**src/rtl/grp_irq_pkg.sv**
```systemverilog
package grp_irq_pkg;
    localparam int NGRP     = 5;
    localparam int GW       = 32;
    localparam int NPOL     = 14;
    localparam int POL_GRP  = 4;
    localparam int LINE_OFS = 2;
    localparam int AW       = 5;

    typedef enum logic [1:0] {
        W_PEND = 2'd0,
        W_POL  = 2'd1,
        W_MASK = 2'd2,
        W_RSVD = 2'd3
    } word_e;

    function automatic logic [GW-1:0] grp_valid(input int g);
        case (g)
            0:       return 32'h0000_EFFF;
            1:       return 32'h0000_1FFF;
            2:       return 32'h0000_0007;
            3:       return 32'h0003_FFFF;
            default: return 32'hFFFF_FFFF;
        endcase
    endfunction
endpackage

```
**src/rtl/grp_irq_bank.sv**
```systemverilog
module grp_irq_bank #(
    parameter int              W     = 32,
    parameter logic [W-1:0]    VALID = '1,
    parameter int              NPOL  = 0
) (
    input  logic         clk,
    input  logic         rst_n,
    input  logic [W-1:0] src_i,
    input  logic         wr_mask_i,
    input  logic         wr_pol_i,
    input  logic [W-1:0] wdata_i,
    output logic [W-1:0] pend_o,
    output logic [W-1:0] mask_o,
    output logic [W-1:0] pol_o,
    output logic [W-1:0] act_o,
    output logic         req_o
);
    localparam logic [W-1:0] POLM = (NPOL == 0) ? '0 : W'((64'd1 << NPOL) - 64'd1);

    typedef struct packed {
        logic [W-1:0] pend;
        logic [W-1:0] mask;
        logic [W-1:0] pol;
    } bank_t;

    bank_t s_d, s_q;
    logic [W-1:0] lvl, clr;

    always_comb begin
        s_d = s_q;
        // polarity applies only inside POLM; elsewhere the level is taken as is
        lvl = src_i ~^ (s_q.pol | ~POLM);
        clr = wr_mask_i ? (wdata_i & POLM) : '0;
        s_d.pend = ((lvl & ~POLM) | ((s_q.pend | lvl) & POLM & ~clr)) & VALID;
        if (wr_mask_i) s_d.mask = wdata_i & VALID;
        if (wr_pol_i)  s_d.pol  = wdata_i & POLM;
    end

    always_ff @(posedge clk or negedge rst_n) begin
        if (!rst_n) begin
            s_q.pend <= '0;
            s_q.mask <= VALID;
            s_q.pol  <= POLM;
        end else begin
            s_q <= s_d;
        end
    end

    assign pend_o = s_q.pend;
    assign mask_o = s_q.mask;
    assign pol_o  = s_q.pol;
    assign act_o  = s_q.pend & ~s_q.mask;
    assign req_o  = |act_o;
endmodule

```
**src/rtl/grp_irq_pick.sv**
```systemverilog
module grp_irq_pick #(
    parameter int NG = 5,
    parameter int W  = 32,
    parameter int NW = $clog2(NG * W)
) (
    input  logic [NG*W-1:0] act_i,
    input  logic            top_i,
    output logic            valid_o,
    output logic            hi_o,
    output logic [NW-1:0]   num_o
);
    localparam int GB = (NG > 1) ? $clog2(NG) : 1;
    localparam int BB = $clog2(W);

    logic          any;
    logic [GB-1:0] grp;
    logic [BB-1:0] bit_idx;
    logic [W-1:0]  row;

    always_comb begin
        any = 1'b0;
        grp = '0;
        // ascending scan, last hit wins: highest-numbered group
        for (int g = 0; g < NG; g++) begin
            if (|act_i[g*W +: W]) begin
                any = 1'b1;
                grp = GB'(g);
            end
        end
        row = act_i[grp*W +: W];
        bit_idx = '0;
        for (int b = 0; b < W; b++) begin
            if (row[b]) bit_idx = BB'(b);
        end
        valid_o = top_i | any;
        hi_o    = top_i;
        num_o   = (top_i || !any) ? '0 : NW'(int'(grp) * W + int'(bit_idx));
    end
endmodule

```
**src/rtl/grp_irq_agg.sv**
```systemverilog
module grp_irq_agg
    import grp_irq_pkg::*;
(
    input  logic                 clk,
    input  logic                 rst_n,
    input  logic [NGRP*GW-1:0]   src_i,
    input  logic                 cpu_irq7_i,
    input  logic [AW-1:0]        reg_addr_i,
    input  logic                 reg_wr_i,
    input  logic                 reg_rd_i,
    input  logic [GW-1:0]        reg_wdata_i,
    output logic [GW-1:0]        reg_rdata_o,
    output logic [7:0]           cpu_lines_o,
    output logic                 disp_valid_o,
    output logic                 disp_hi_o,
    output logic [7:0]           disp_num_o
);
    localparam int NW = $clog2(NGRP * GW);

    typedef struct packed {
        logic          top;
        logic [GW-1:0] rdata;
    } top_t;

    top_t s_d, s_q;

    logic [NGRP*GW-1:0] pend_all, mask_all, pol_all, act_all;
    logic [NGRP-1:0]    req_w;
    logic [2:0]         a_grp;
    word_e              a_word;
    logic [NW-1:0]      num_w;

    assign a_grp  = reg_addr_i[AW-1:2];
    assign a_word = word_e'(reg_addr_i[1:0]);

    for (genvar g = 0; g < NGRP; g++) begin : g_bank
        logic hit;
        assign hit = (int'(a_grp) == g);
        grp_irq_bank #(
            .W     (GW),
            .VALID (grp_valid(g)),
            .NPOL  ((g == POL_GRP) ? NPOL : 0)
        ) u_bank (
            .clk       (clk),
            .rst_n     (rst_n),
            .src_i     (src_i[g*GW +: GW]),
            .wr_mask_i (reg_wr_i && hit && a_word == W_MASK),
            .wr_pol_i  (reg_wr_i && hit && a_word == W_POL),
            .wdata_i   (reg_wdata_i),
            .pend_o    (pend_all[g*GW +: GW]),
            .mask_o    (mask_all[g*GW +: GW]),
            .pol_o     (pol_all[g*GW +: GW]),
            .act_o     (act_all[g*GW +: GW]),
            .req_o     (req_w[g])
        );
    end

    grp_irq_pick #(.NG(NGRP), .W(GW), .NW(NW)) u_pick (
        .act_i   (act_all),
        .top_i   (s_q.top),
        .valid_o (disp_valid_o),
        .hi_o    (disp_hi_o),
        .num_o   (num_w)
    );

    always_comb begin
        s_d       = s_q;
        s_d.top   = cpu_irq7_i;
        s_d.rdata = '0;
        if (reg_rd_i && int'(a_grp) < NGRP) begin
            case (a_word)
                W_PEND:  s_d.rdata = pend_all[a_grp*GW +: GW];
                W_POL:   s_d.rdata = pol_all[a_grp*GW +: GW];
                W_MASK:  s_d.rdata = mask_all[a_grp*GW +: GW];
                default: s_d.rdata = '0;
            endcase
        end
    end

    always_ff @(posedge clk or negedge rst_n) begin
        if (!rst_n) s_q <= '0;
        else        s_q <= s_d;
    end

    always_comb begin
        cpu_lines_o = '0;
        cpu_lines_o[7] = s_q.top;
        for (int g = 0; g < NGRP; g++) cpu_lines_o[g+LINE_OFS] = req_w[g];
    end

    assign reg_rdata_o = s_q.rdata;
    assign disp_num_o  = 8'(num_w);
endmodule

```
**config.mk**
```make
export PLATFORM = sky130hd
export DESIGN_NAME = grp_irq_agg
export DESIGN_NICKNAME = d
export VERILOG_FILES = /design/src/rtl/grp_irq_pkg.sv /design/src/rtl/grp_irq_bank.sv /design/src/rtl/grp_irq_pick.sv /design/src/rtl/grp_irq_agg.sv
export SDC_FILE = /design/constraint.sdc
export NUM_CORES = 1
export LEC_CHECK = 0
export CAP_MARGIN = 20
export CORE_MARGIN = 2
export CORE_UTILIZATION = 45
export DETAILED_ROUTE_END_ITERATION = 10
export GPL_TIMING_DRIVEN = 0
export PLACE_DENSITY_LB_ADDON = 0.3
export SYNTH_ARGS = -nofsm -noshare
export SYNTH_HDL_FRONTEND = slang
export SYNTH_HIERARCHICAL = 1
export SYNTH_SLANG_ARGS = --single-unit
```
**constraint.sdc**
```tcl
create_clock -name clk -period 3.9 [get_ports clk]
set_input_delay 0.39 -clock clk [delete_from_list [all_inputs] [get_ports clk]]
set_output_delay 0.39 -clock clk [all_outputs]
set_load 0.05 [all_outputs]
```
# == Word-level counts from Yosys, hierarchy flattened ==
# Cells that the tools add are included.
# Widths: inputs -> output; s select.
# word_totals
ff_bits,209
out_inout_bits,50
elab_cells,106
# classes
n_addsub,1
order_cmp,1
n_eq_ne,6
n_shift,4
muxes,44
bitwise,16
reduce_logical,21
# ops
op,n
$shiftx 160x9->32,4
$reduce_or 32->1,5
$pmux 32 s3,1
$mux 5,16
$not 32->32,2
$and 13x32->32,1
$and 14x32->32,1
$and 16x32->32,1
$and 18x32->32,1
$and 3x32->32,1
$and 32x32->32,1
$mux 32,1
$mux 4,8
$not 13->32,1
$not 16->32,1
$not 18->32,1
$not 3->32,1
$or 32x32->32,1
$xnor 32x32->32,1
$mux 3,5
$mux 14,1
$or 14x14->14,1
$logic_and 1x1->1,12
$eq 3x3->1 const B,3
13 further kinds,22

# == Depth between registers and ports, before layout ==
# Gate-level depths: netlist (run 1).
# logic_depth
ltp_word,41
depth_mapped,13

# == By module ==
# The synthesis (run 1) kept the hierarchy.
# by_module_without_submodules
module,n_inst,cells_per_inst,area_per_inst_um2,seq_area_each_um2
grp_irq_agg,1,729,5077.4,825.8
grp_irq_bank (g_bank[4].u_bank),1,234,3288.2,2009.4
grp_irq_pick,1,296,1931.9,0.0
grp_irq_bank (g_bank[3].u_bank),1,155,1846.8,923.4
grp_irq_bank (g_bank[0].u_bank),1,151,1757.9,769.5
grp_irq_bank (g_bank[1].u_bank),1,148,1605.3,666.9
grp_irq_bank (g_bank[2].u_bank),1,133,1117.3,153.9

# == Worst setup path after synthesis (run 1) ==
# Ideal clock, no wire load.
# synth_path
path_type,reg2out
from,register g_bank[3].u_bank.s_q (netlist bit g_bank[3].u_bank/mask_o[13])
to,output disp_num_o[3]
arrival_ns,3.329
slack_ns,0.181
path_stages_with_launch,12
path_buffers,1
path_cell_list,dfstp_2 -> and2b_1 -> nor4_1 -> nand4_1 -> nor4_4 -> buf_2 -> nand2_1 -> o21ai_0 -> nor2_1 -> nand3_1 -> o21bai_1 -> a21boi_1
# synth_between
elab_chain_len,39
elab_cells_between_ends,43
# synth_rtl
item,line,text
"start, declared",grp_irq_bank.sv:26,"bank_t s_d, s_q;"
$not 18->32 *,grp_irq_bank.sv:52,assign act_o = s_q.pend & ~s_q.mask;
$and 18x32->32 *,grp_irq_bank.sv:52,
net act_all[109],grp_irq_agg.sv:27,"logic [NGRP*GW-1:0] pend_all, mask_all, pol_all, act_all;"
$reduce_or 32->1,grp_irq_pick.sv:25,if (|act_i[g*W +: W]) begin
$mux 2,grp_irq_pick.sv:25,
$mux 3,grp_irq_pick.sv:25,
$shiftx 160x9->32,grp_irq_pick.sv:30,row = act_i[grp*W +: W];
$mux 1,grp_irq_pick.sv:33,if (row[b]) bit_idx = BB'(b);
$mux 2 (2 in a row),grp_irq_pick.sv:33,
$mux 3 (4 in a row),grp_irq_pick.sv:33,
$mux 4 (8 in a row),grp_irq_pick.sv:33,
$mux 5 (16 in a row),grp_irq_pick.sv:33,
$add 8x5->8,grp_irq_pick.sv:37,num_o = (top_i || !any) ? '0 : NW'(int'(grp) * W + int'(bit_idx));
$mux 8 *,grp_irq_pick.sv:37,
"end, declared",grp_irq_agg.sv:16,output logic [7:0] disp_num_o
# Mark *: on every way through the listed nets, which the timed path passes. The rest lies on a longest branch.

# == Final worst setup path (run 1) ==
# layout_path
from,register g_bank[2].u_bank.s_q (netlist bit g_bank[2].u_bank/mask_o[1])
to,output disp_num_o[0]
# layout_between
elab_chain_len,40
elab_cells_between_ends,45
# layout_rtl
item,line
"start, declared",grp_irq_bank.sv:26
$not 3->32 *,grp_irq_bank.sv:52
$and 3x32->32 *,grp_irq_bank.sv:52
net act_all[65],grp_irq_agg.sv:27
$reduce_or 32->1,grp_irq_pick.sv:25
$mux 2 (2 in a row),grp_irq_pick.sv:25
$mux 3,grp_irq_pick.sv:25
$shiftx 160x9->32,grp_irq_pick.sv:30
$mux 1,grp_irq_pick.sv:33
$mux 2 (2 in a row),grp_irq_pick.sv:33
$mux 3 (4 in a row),grp_irq_pick.sv:33
$mux 4 (8 in a row),grp_irq_pick.sv:33
$mux 5 (16 in a row),grp_irq_pick.sv:33
$add 8x5->8,grp_irq_pick.sv:37
$mux 8 *,grp_irq_pick.sv:37
# Marked as above.

==> results.md, run 1 <==
* Starting density of the core at a little under half
* Wire per inst at 22.2 um
* CTS clock-pin slew for the worst setup and hold paths at 0.06 ns
* Cells after Synth at 1841
* Clock insertion delay at the later pin of the skew report at 0.57 ns
* Die Height at 196 um
* Fillers at 3174
* Maximum VDD drop at 0.353 mV
* Setup crit start kind: flop
* Mapped Area at approximately 17000 um^2
* Placed Area at 20300 um^2
* Final worst path period need at between 4 and 5 ns
* Clock Sinks at between 200 and 250
* Final Hold Fails at 0
* Yosys warnings at 6
* Layout cells sized above 1 at 34.8%
* Worst Skew at about 0.025 ns
* F_max at 231 MHz
* GRT Overall Usage at 33.3%
* Worst slew margin at 37.3%
* RSZ-0062 raised after global routing: true
* CTS tree: built
* Drt drc at 0
* Via density per instance at 5.35
* IO Pins at 252
* Area growth syn-to-layout at 33.5%
* Final wirelength at 65.7 mm
* Worst Setup Path Type: reg2out
* DP Wirelength at roughly 51 mm
* M1 wire length at 27.5 mm
* Final nets at between 2000 and 3000
* Core Region at 36400 um^2
* Cell Pwr Density at 340 nW/um^2
* Number of port buffers at 169
* Metal2 WL at just under 30 mm
* WHS at 0.252 ns
* GR Overflow Total at 0
* Clock tree root buffer cell: clkbuf_16
* Leak at roughly 0.01 uW
* # rows at 70
* CTS H-tree depth at 1
* Die area at 38500 um^2
* Die W at 196 um
* Worst Setup End Kind: primary output
* Final instance area at 22200 um^2
* TritonCTS buffer count at 26
* Initial antenna violation count at 0
* GP Congestion at 1.00
* Pre-antenna DRT Iters at 6
* Final worst-path cycle share at 111%
* Ant. Diodes at 0
* Vias at 15800
* Mapped Avg Cell Area at approximately 9.0 um^2
* 1st-iter DRT viols at around 1400
* Max-cap viol count at 0
* Max FO, Critical Path at 4
* Worst path required time at 3.51 ns
* Max layer used: met4
* Slew Limit Fails at 0
* Pin count of the biggest net entering global routing at between 100 and 150
* Met3 wire length at 5.38 mm
* Final setup margin at -0.436 ns
* Clock Tree Buf Depth at 3
* First-pass GRT wire length at approximately 95 mm
* Antenna viol nets, final at 0
* Failing checks: setup timing
* Number of global-route vias before repair at 15200
* Final setup viols at 5
* Hold crit path type: in2reg
* Worst slew pin tran at 0.940 ns
* Outcome: finished, violations left
* CP arrival at 3.95 ns
## stage by stage
stage | std cells | power [uW] | setup TNS (ns) | setup slack [ns] | utilization, %
final | 2956 | 7540 | -1.65 | -0.436 | 60.8
after global routing | 2956 | 7790 | -2.11 | -0.512 | 60.8
after CTS | 2938 | 7390 | -1.30 | -0.411 | 59.8
after detailed placement | 2858 | 4880 | -6.83 | -1.06 | 55.8
after global placement | 2857 | 4850 | -1051.38 | -6.26 | 55.7
after floorplan | 2220 | 4110 | 0 | 0.181 | -
## layout by cell type, fill, tap and decap left out, types with 26 or more instances in the layout
cell             count
a21oi_1             87
a221oi_1            44
a22oi_1            132
buf_2               43
buf_4              439
clkbuf_1            41
clkbuf_16           26
clkdlybuf4s50_1    161
conb_1             385
dfrtp_1            114
dfstp_2             95
mux2_2              79
nand2_1            105
nor2_1              85
nor2b_1             53
nor4_1              42
o21ai_0             68
## what timing repair did
action / in CTS / in global routing
pin swaps: 42 / 29
hold buffers: 1 / 0
endpoints found under the hold margin: 57 / 0
buffers inserted: 33 / 20
setup endpoints to repair: 8 / 7
cloned: 0 / 0
gates resized for setup: 114 / 62
## worst max-delay path: stages (launching register included)
cell      delay (ns)
dfstp_2         0.56
nor2b_4         0.06
nor4_4          0.29
nand4_1         0.17
or2_4           0.29
o21ai_4         0.24
buf_6           0.13
mux2_4          0.30
a221oi_4        0.35
o41a_1          0.21
o211ai_1        0.12
a211o_1         0.31
and4_1          0.19
buf_6           0.15
## power breakdown
group          total (uW)  switching [uW]  leakage [uW]  internal (uW)
Sequential           2810             240       0.00235           2570
Combinational        2290            1280       0.00728           1020
Clock                2440            1060      0.000415           1380
## sequential cells by signal (all words and copies together), names as in the netlist
register              count
cpu_lines_o               1
reg_rdata_o              32
g_bank.u_bank/mask_o     81
g_bank.u_bank/pend_o     81
g_bank.u_bank/pol_o      14
## routing by layer
| layer | global-route usage [%] | vias to the layer above |
|---|---|---|
| met2 | 53.0 | 794 |
| met1 | 44.5 | 7656 |
| met3 | 4.90 | 177 |
| met5 | 0 | - |
| li1 | - | 7191 |
| met4 | 16.3 | 0 |
## path summary, 6_finish.rpt
| check | startpoint | endpoint | slack (ns) | cells after the start |
|---|---|---|---|---|
| hold reg to reg | g_bank[4].u_bank/pend_o[10]$_DFF_PN0_ | g_bank[4].u_bank/pend_o[10]$_DFF_PN0_ | 0.56 | 2 |
| setup reg to reg | g_bank[4].u_bank/mask_o[25]$_DFFE_PN1P_ | reg_rdata_o[25]$_DFF_PN0_ | 2.06 | 4 |
| max in group asynchronous | rst_n | g_bank[4].u_bank/pend_o[21]$_DFF_PN0_ | 2.39 | 3 |
| hold / removal | src_i[144] | g_bank[4].u_bank/pend_o[16]$_DFF_PN0_ | 0.25 | 1 |
| setup / recovery | g_bank[2].u_bank/mask_o[1]$_DFFE_PN1P_ | disp_num_o[0] | -0.44 | 13 |
| min in group asynchronous | rst_n | g_bank[0].u_bank/pend_o[13]$_DFF_PN0_ | 0.44 | 2 |
## final cells by class
type / count / area (um^2) / area share, %
clock inverter: 15 / 139 / 0.626
tap: 468 / 586 / 2.64
sequential: 209 / 5350 / 24.1
timing repair buffer: 224 / 2190 / 9.87
buffer: 497 / 3520 / 15.9
multi-input combinational: 1489 / 9590 / 43.3
inverter: 21 / 78.8 / 0.356
clock buffer: 33 / 717 / 3.23
(Power assumes the default switching activity.)
==> run 2, diff against run 1 <==
--- a/config.mk
+++ b/config.mk
@@ -8,6 +8,7 @@
 export CAP_MARGIN = 20
 export CORE_MARGIN = 2
 export CORE_UTILIZATION = 45
+export CTS_BUF_LIST = sky130_fd_sc_hd__clkbuf_8 sky130_fd_sc_hd__clkbuf_16
 export DETAILED_ROUTE_END_ITERATION = 10
 export GPL_TIMING_DRIVEN = 0
 export PLACE_DENSITY_LB_ADDON = 0.3
==> results.md, run 2 (synthesis gave the netlist of run 1 again) <==
* Core Region at 36400 um^2 (unchanged)
* Final worst path period need at 4.34 ns (+0.00204 ns)
* Final setup margin at -0.438 ns (-0.00204 ns)
* CTS H-tree depth at 1 (unchanged)
* Sequential share of power at 37.2% (about the same)
* Initial antenna violation count at 0 (unchanged)
* RSZ-0062 raised after global routing: true
* Worst path top cell family by delay: compound AO/OA/AOI/OAI gates
* Pre-antenna DRT Iters at 6 (unchanged)
* Worst slew pin tran at 0.946 ns (+0.00595 ns)
* Clk pwr share at 32.3% (about the same)
* Net switching power at 2580 uW (about the same)
* Worst slew margin at 36.9% (-0.40 points)
* Die area at 38500 um^2 (unchanged)
* Drt drc at 0 (unchanged)
* 1st-iter DRT viols at 1405 (unchanged)
* Die Height at 196 um (unchanged)
* Wire per inst at 22.2 um (about the same)
* Commonest non-fill, non-tap cell in the layout: buf_4
* Die W at 196 um (unchanged)
* Final worst-path cycle share at 111% (about the same)
* Final core utilization at 60.8% (unchanged)
* CP arrival at 3.95 ns (about the same)
* Max-cap viol count at 0 (unchanged)
* CTS clock-pin slew for the worst setup and hold paths at 0.06 ns (about the same)
* DP Wirelength at 50.9 mm (unchanged)
* TritonCTS buffer count at 26 (unchanged)
* WHS at 0.252 ns (-0.000186 ns)
* GP Congestion at 1.00 (unchanged)
* # rows at 70 (unchanged)
* Most frequent cells in the layout: buf_4 (439), conb_1 (385), clkdlybuf4s50_1 (161)
* Worst path required time at 3.51 ns (about the same)
* Clock Tree Buf Depth at 3 (unchanged)
* Antenna viol nets, final at 0 (unchanged)
* CTS tree: built
* F_max at 231 MHz (about the same)
* Worst Setup Path Type: reg2out
* Vias at 15800 (-0.051%)
* Leak at 0.0101 uW (+0.12%)
* CP max stage cell: dfstp_2
* Worst path cell trace: nor2b_4 -> nor4_4 -> nand4_1 -> or2_4 -> o21ai_4 -> buf_6 -> mux2_4 -> a221oi_4 -> o41a_1 -> o211ai_1 -> a211o_1 -> and4_1 -> buf_6
* Final setup viols at 5 (unchanged)
* Hold crit path type: in2reg
* Failing checks: setup timing
* Via density per instance at 5.35 (about the same)
* IO Pins at 252 (unchanged)
* Setup TNS at -1.65 ns (+0.00683 ns)
* Setup crit start kind: flop
* Layout cells sized above 1 at 34.8% (unchanged)
* Max FO, Critical Path at 4 (unchanged)
* Ant. Diodes at 0 (unchanged)
* Worst Skew at 0.0246 ns (-0.000727 ns)
* Clock tree root buffer cell: clkbuf_16
* Net Sw Frac at 34.2% (+0.059 points)
* Cell Pwr Density at 340 nW/um^2 (about the same)
* Area growth syn-to-layout at 33.5% (unchanged)
* Top cell by count, worst path: buf_6
* Clock insertion delay at the later pin of the skew report at 0.57 ns (about the same)
* GR Overflow Total at 0 (unchanged)
* Maximum VDD drop at 0.353 mV (about the same)
* GRT Overall Usage at 33.3% (unchanged)
* Number of port buffers at 169 (unchanged)
* First-pass GRT wire length at 94.8 mm (unchanged)
* Outcome: finished, violations left
* Final wirelength at 65.7 mm (about the same)
* Pin count of the biggest net entering global routing at 121 (unchanged)
* Final Hold Fails at 0 (unchanged)
* Worst Setup End Kind: primary output
* Pint at 4960 uW (-0.16%)
* Buf/Inv on CP at 2 (unchanged)
* Slew Limit Fails at 0 (unchanged)
* Starting density of the core at 45.6% (unchanged)
* Number of global-route vias before repair at 15200 (unchanged)
* Clock Sinks at 209 (unchanged)
* Slowest cell delay on critical path at 0.56 ns (about the same)
* Final nets at 2673 (unchanged)
* Gate power share at 30.5% (about the same)
run 2: final timing paths:
check,slack (ns),cells after the start,endpoint,from
worst max-delay path,-0.44,13,disp_num_o[0],g_bank[2].u_bank/mask_o[1]$_DFFE_PN1P_
min in group asynchronous,0.44,2,g_bank[0].u_bank/pend_o[13]$_DFF_PN0_,rst_n
max in group asynchronous,2.40,3,g_bank[4].u_bank/pend_o[21]$_DFF_PN0_,rst_n
worst min register to register,0.56,2,g_bank[4].u_bank/pend_o[10]$_DFF_PN0_,g_bank[4].u_bank/pend_o[10]$_DFF_PN0_
worst max register to register,2.06,4,reg_rdata_o[25]$_DFF_PN0_,g_bank[4].u_bank/mask_o[25]$_DFFE_PN1P_
worst min-delay path,0.25,1,g_bank[4].u_bank/pend_o[16]$_DFF_PN0_,src_i[144]
run 2: power groups by stage:
stage          registers (uW)  clock network, uW  logic (uW)
2_1_floorplan            2790                  0        1320
3_3_place_gp             2810                  0        2040
3_5_place_dp             2820                  0        2060
4_1_cts                  2790               2450        2140
5_1_grt                  2830               2530        2420
6_report                 2810               2440        2300
run 2: worst register-to-register path: cells and delay by family, from the launching register on:
kind / cells / cell delay (ns)
AND/OR/NAND/NOR: 1 / 0.21
flip-flops: 1 / 0.58
AO/OA/AOI/OAI: 3 / 0.90
run 2: layout make-up:
class                      instances  area [um^2]
multi-input combinational       1489         9590
clock buffer                      30          706
timing repair buffer             224         2190
clock inverter                    18          150
inverter                          21         78.8
buffer                           497         3520
sequential                       209         5350
fill                            3174        14300
tap                              468          586
run 2: through the flow:
step | cells | setup WS, ns | cell area, um^2 | power, uW
2_1_floorplan | 2220 | 0.181 | 18000 | 4110
4_1_cts | 2938 | -0.411 | 21800 | 7390
5_1_grt | 2956 | -0.512 | 22200 | 7780
3_5_place_dp | 2858 | -1.06 | 20300 | 4880
3_3_place_gp | 2857 | -6.26 | 20300 | 4850
6_report | 2956 | -0.438 | 22200 | 7540
run 2: repair_timing:
action	CTS	global route
pin swaps	42	29
hold endpoints to repair	57	0
buffers inserted	33	20
hold buffers	1	0
endpoints found under the setup margin	8	7
gates resized for setup	114	62
run 2: layer usage:
layer | GRT usage (%) | share of wire (%) | vias to the layer above
met5 | 0 | 0 | -
met4 | 16.3 | 5.9 | 0
met3 | 4.90 | 8.1 | 175
met2 | 53.0 | 44 | 775
met1 | 44.5 | 42 | 7668
li1 | - | - | 7192
==> run 3, diff against run 2 <==
--- a/config.mk
+++ b/config.mk
@@ -9,6 +9,7 @@
 export CORE_MARGIN = 2
 export CORE_UTILIZATION = 45
 export CTS_BUF_LIST = sky130_fd_sc_hd__clkbuf_8 sky130_fd_sc_hd__clkbuf_16
+export CTS_CLUSTER_DIAMETER = 150
 export DETAILED_ROUTE_END_ITERATION = 10
 export GPL_TIMING_DRIVEN = 0
 export PLACE_DENSITY_LB_ADDON = 0.3
==> constraint.sdc (replaced) <==
create_clock -name clk -period 4.8 [get_ports clk]
set_input_delay 0.48 -clock clk [delete_from_list [all_inputs] [get_ports clk]]
set_output_delay 0.48 -clock clk [all_outputs]
set_load 0.01 [all_outputs]
==> results.md, run 3 (synthesis gave the netlist of run 1 again) <==
* DP Wirelength at 50.9 mm (unchanged)
* Sequential share of power at 38.1% (+0.9 points)
* Number of global-route vias before repair at 15100 (-0.89%)
* Core Region at 36400 um^2 (unchanged)
* CTS H-tree depth at 1 (unchanged)
* Clock tree root buffer cell: clkbuf_16
* CP arrival at 4.24 ns (+0.29 ns)
* TritonCTS buffer count at 26 (unchanged)
* Outcome: finished clean
* Final worst path period need at 4.72 ns
* Final core utilization at 59.0% (-1.9 points)
* Max FO, Critical Path at 5 (+1)
* Commonest non-fill, non-tap cell in the layout: buf_4
* Worst slew pin tran at 0.955 ns (+0.00876 ns)
* Die area at 38500 um^2 (unchanged)
* Number of port buffers at 169 (unchanged)
* Net switching power at 1980 uW (-23%)
* RSZ-0062 raised after global routing: true
* Max-cap viol count at 0 (unchanged)
* # rows at 70 (unchanged)
* GRT Overall Usage at 33.1% (-0.19 points)
* Die Height at 196 um (unchanged)
* Cell Pwr Density at 277 nW/um^2 (-19%)
* Setup TNS at 0 ns (+1.65 ns)
* Die W at 196 um (unchanged)
* F_max at 212 MHz
* Worst Setup Path Type: reg2out
* Worst path required time at 4.32 ns (+0.81 ns)
* Placed Area at 20300 um^2 (unchanged)
* R2R Setup Slk at 2.89 ns (+0.83 ns)
* Final wirelength at 64.6 mm (-1.5%)
* IO Pins at 252 (unchanged)
* Final worst-path cycle share at 98.4%
* Total power at 5950 uW (-21%)
* Pin count of the biggest net entering global routing at 121 (unchanged)
* First-pass GRT wire length at 94.2 mm (-0.63%)
* Hold crit path type: in2reg
* Worst Skew at 0.0310 ns (+0.00633 ns)
* Worst slew margin at 36.3% (-0.58 points)
* 1st-iter DRT viols at 1401 (-0.28%)
* Final instance area at 21500 um^2 (-3.1%)
* Clock insertion delay at the later pin of the skew report at 0.57 ns (about the same)
* Gate power share at 28.7% (-1.8 points)
* CTS clock-pin slew for the worst setup and hold paths at 0.07 ns (about the same)
* Most frequent cells in the layout: buf_4 (411), conb_1 (385), clkdlybuf4s50_1 (164)
* Vias at 15500 (-2.0%)
* Setup crit start kind: flop
* Multi-input logic area at 9220 um^2 (-3.9%)
* Wire per inst at 22.1 um (-0.37%)
* CTS tree: built
* Worst Setup End Kind: primary output
* Area growth syn-to-layout at 29.4%
* Slew Limit Fails at 0 (unchanged)
* Antenna viol nets, final at 0 (unchanged)
* Register area at 5350 um^2 (unchanged)
* Layout cells sized above 1 at 31.3% (-3.5 points)
* GR Overflow Total at 0 (unchanged)
* Net Sw Frac at 33.2% (-1.0 points)
* Via density per instance at 5.30 (-0.83%)
* Maximum VDD drop at 0.289 mV (-18%)
* GP Congestion at 1.00 (unchanged)
* Drt drc at 0 (unchanged)
* Fillers at 3240 (+2.1%)
* Starting density of the core at 45.6% (unchanged)
* Final Hold Fails at 0 (unchanged)
* Initial antenna violation count at 0 (unchanged)
* Leak at 0.00979 uW (-2.7%)
* Ant. Diodes at 0 (unchanged)
* Final setup viols at 0 (-5)
* Clock Tree Buf Depth at 3 (unchanged)
* Clk pwr share at 33.2% (+0.9 points)
* Clock Sinks at 209 (unchanged)
* Final nets at 2638 (-1.3%)
* Pint at 3970 uW (-20%)
* Pre-antenna DRT Iters at 5 (-1)
==> run 3: cell type report <==
type                    instances  area share, %
repair buffers                185           8.62
clock inverters                18          0.699
plain buffers                 501           16.5
multi-input cells            1489           42.9
well taps                     468           2.73
inverters                      21          0.367
flip-flops and latches        209           24.9
clock buffers                  30           3.28
==> run 3: path summary, 6_finish.rpt <==
path / startpoint / endpoint / cells past startpoint
worst max-delay path: g_bank[2].u_bank/mask_o[0]$_DFFE_PN1P_ / disp_num_o[1] / 14
worst min-delay path: src_i[0] / g_bank[0].u_bank/pend_o[0]$_DFF_PN0_ / 1
min in group asynchronous: rst_n / reg_rdata_o[27]$_DFF_PN0_ / 2
worst max register to register: g_bank[4].u_bank/mask_o[25]$_DFFE_PN1P_ / reg_rdata_o[25]$_DFF_PN0_ / 4
worst min register to register: g_bank[4].u_bank/pend_o[10]$_DFF_PN0_ / g_bank[4].u_bank/pend_o[10]$_DFF_PN0_ / 2
max in group asynchronous: rst_n / g_bank[4].u_bank/pend_o[12]$_DFF_PN0_ / 3
==> run 3: through the flow <==
step           std cells  hold slack, ns  setup WS [ns]
6_report            2921           0.342         0.0753
2_1_floorplan       2220           0.184           1.26
3_3_place_gp        2857           0.525          -5.45
3_5_place_dp        2858           0.545        -0.0221
4_1_cts             2921           0.328         0.0602
5_1_grt             2921           0.338       -0.00478
==> run 3: layer usage <==
metal,wire length (um),track usage [%],vias up
li1,-,-,7117
met1,27500,44.5,7448
met2,28700,52.7,786
met3,4990,4.74,142
met4,3390,16.0,0
met5,0,0,-
==> run 3: power groups by stage <==
stage / Combinational, uW / Sequential, uW / Clock [uW]
finish: 1710 / 2270 / 1970
global route: 1810 / 2290 / 2060
CTS: 1630 / 2260 / 1990
detailed placement: 1610 / 2290 / 0
global placement: 1590 / 2280 / 0
floorplan: 1050 / 2220 / 0
==> run 3: worst max-delay path, cell delays in order, from the launching register on <==
cell and delay (ns):
dfstp_2 0.57, nor2b_4 0.07, nor4_2 0.28, nand4_1 0.19, or2_1 0.27, buf_6 0.14
o21ai_4 0.24, buf_12 0.15, mux2_2 0.36, a221oi_4 0.40, nand2b_1 0.11, o21ai_1 0.24
a211oi_2 0.12, o31a_1 0.25, dlygate4sd2_1 0.28
==> run 3: repair_timing <==
item	in CTS	in global routing
setup endpoints to repair	5	5
resized for setup	24	19
endpoints found under the hold margin	57	0
hold buffers	1	0
pin swaps	13	1
setup buffers	14	0
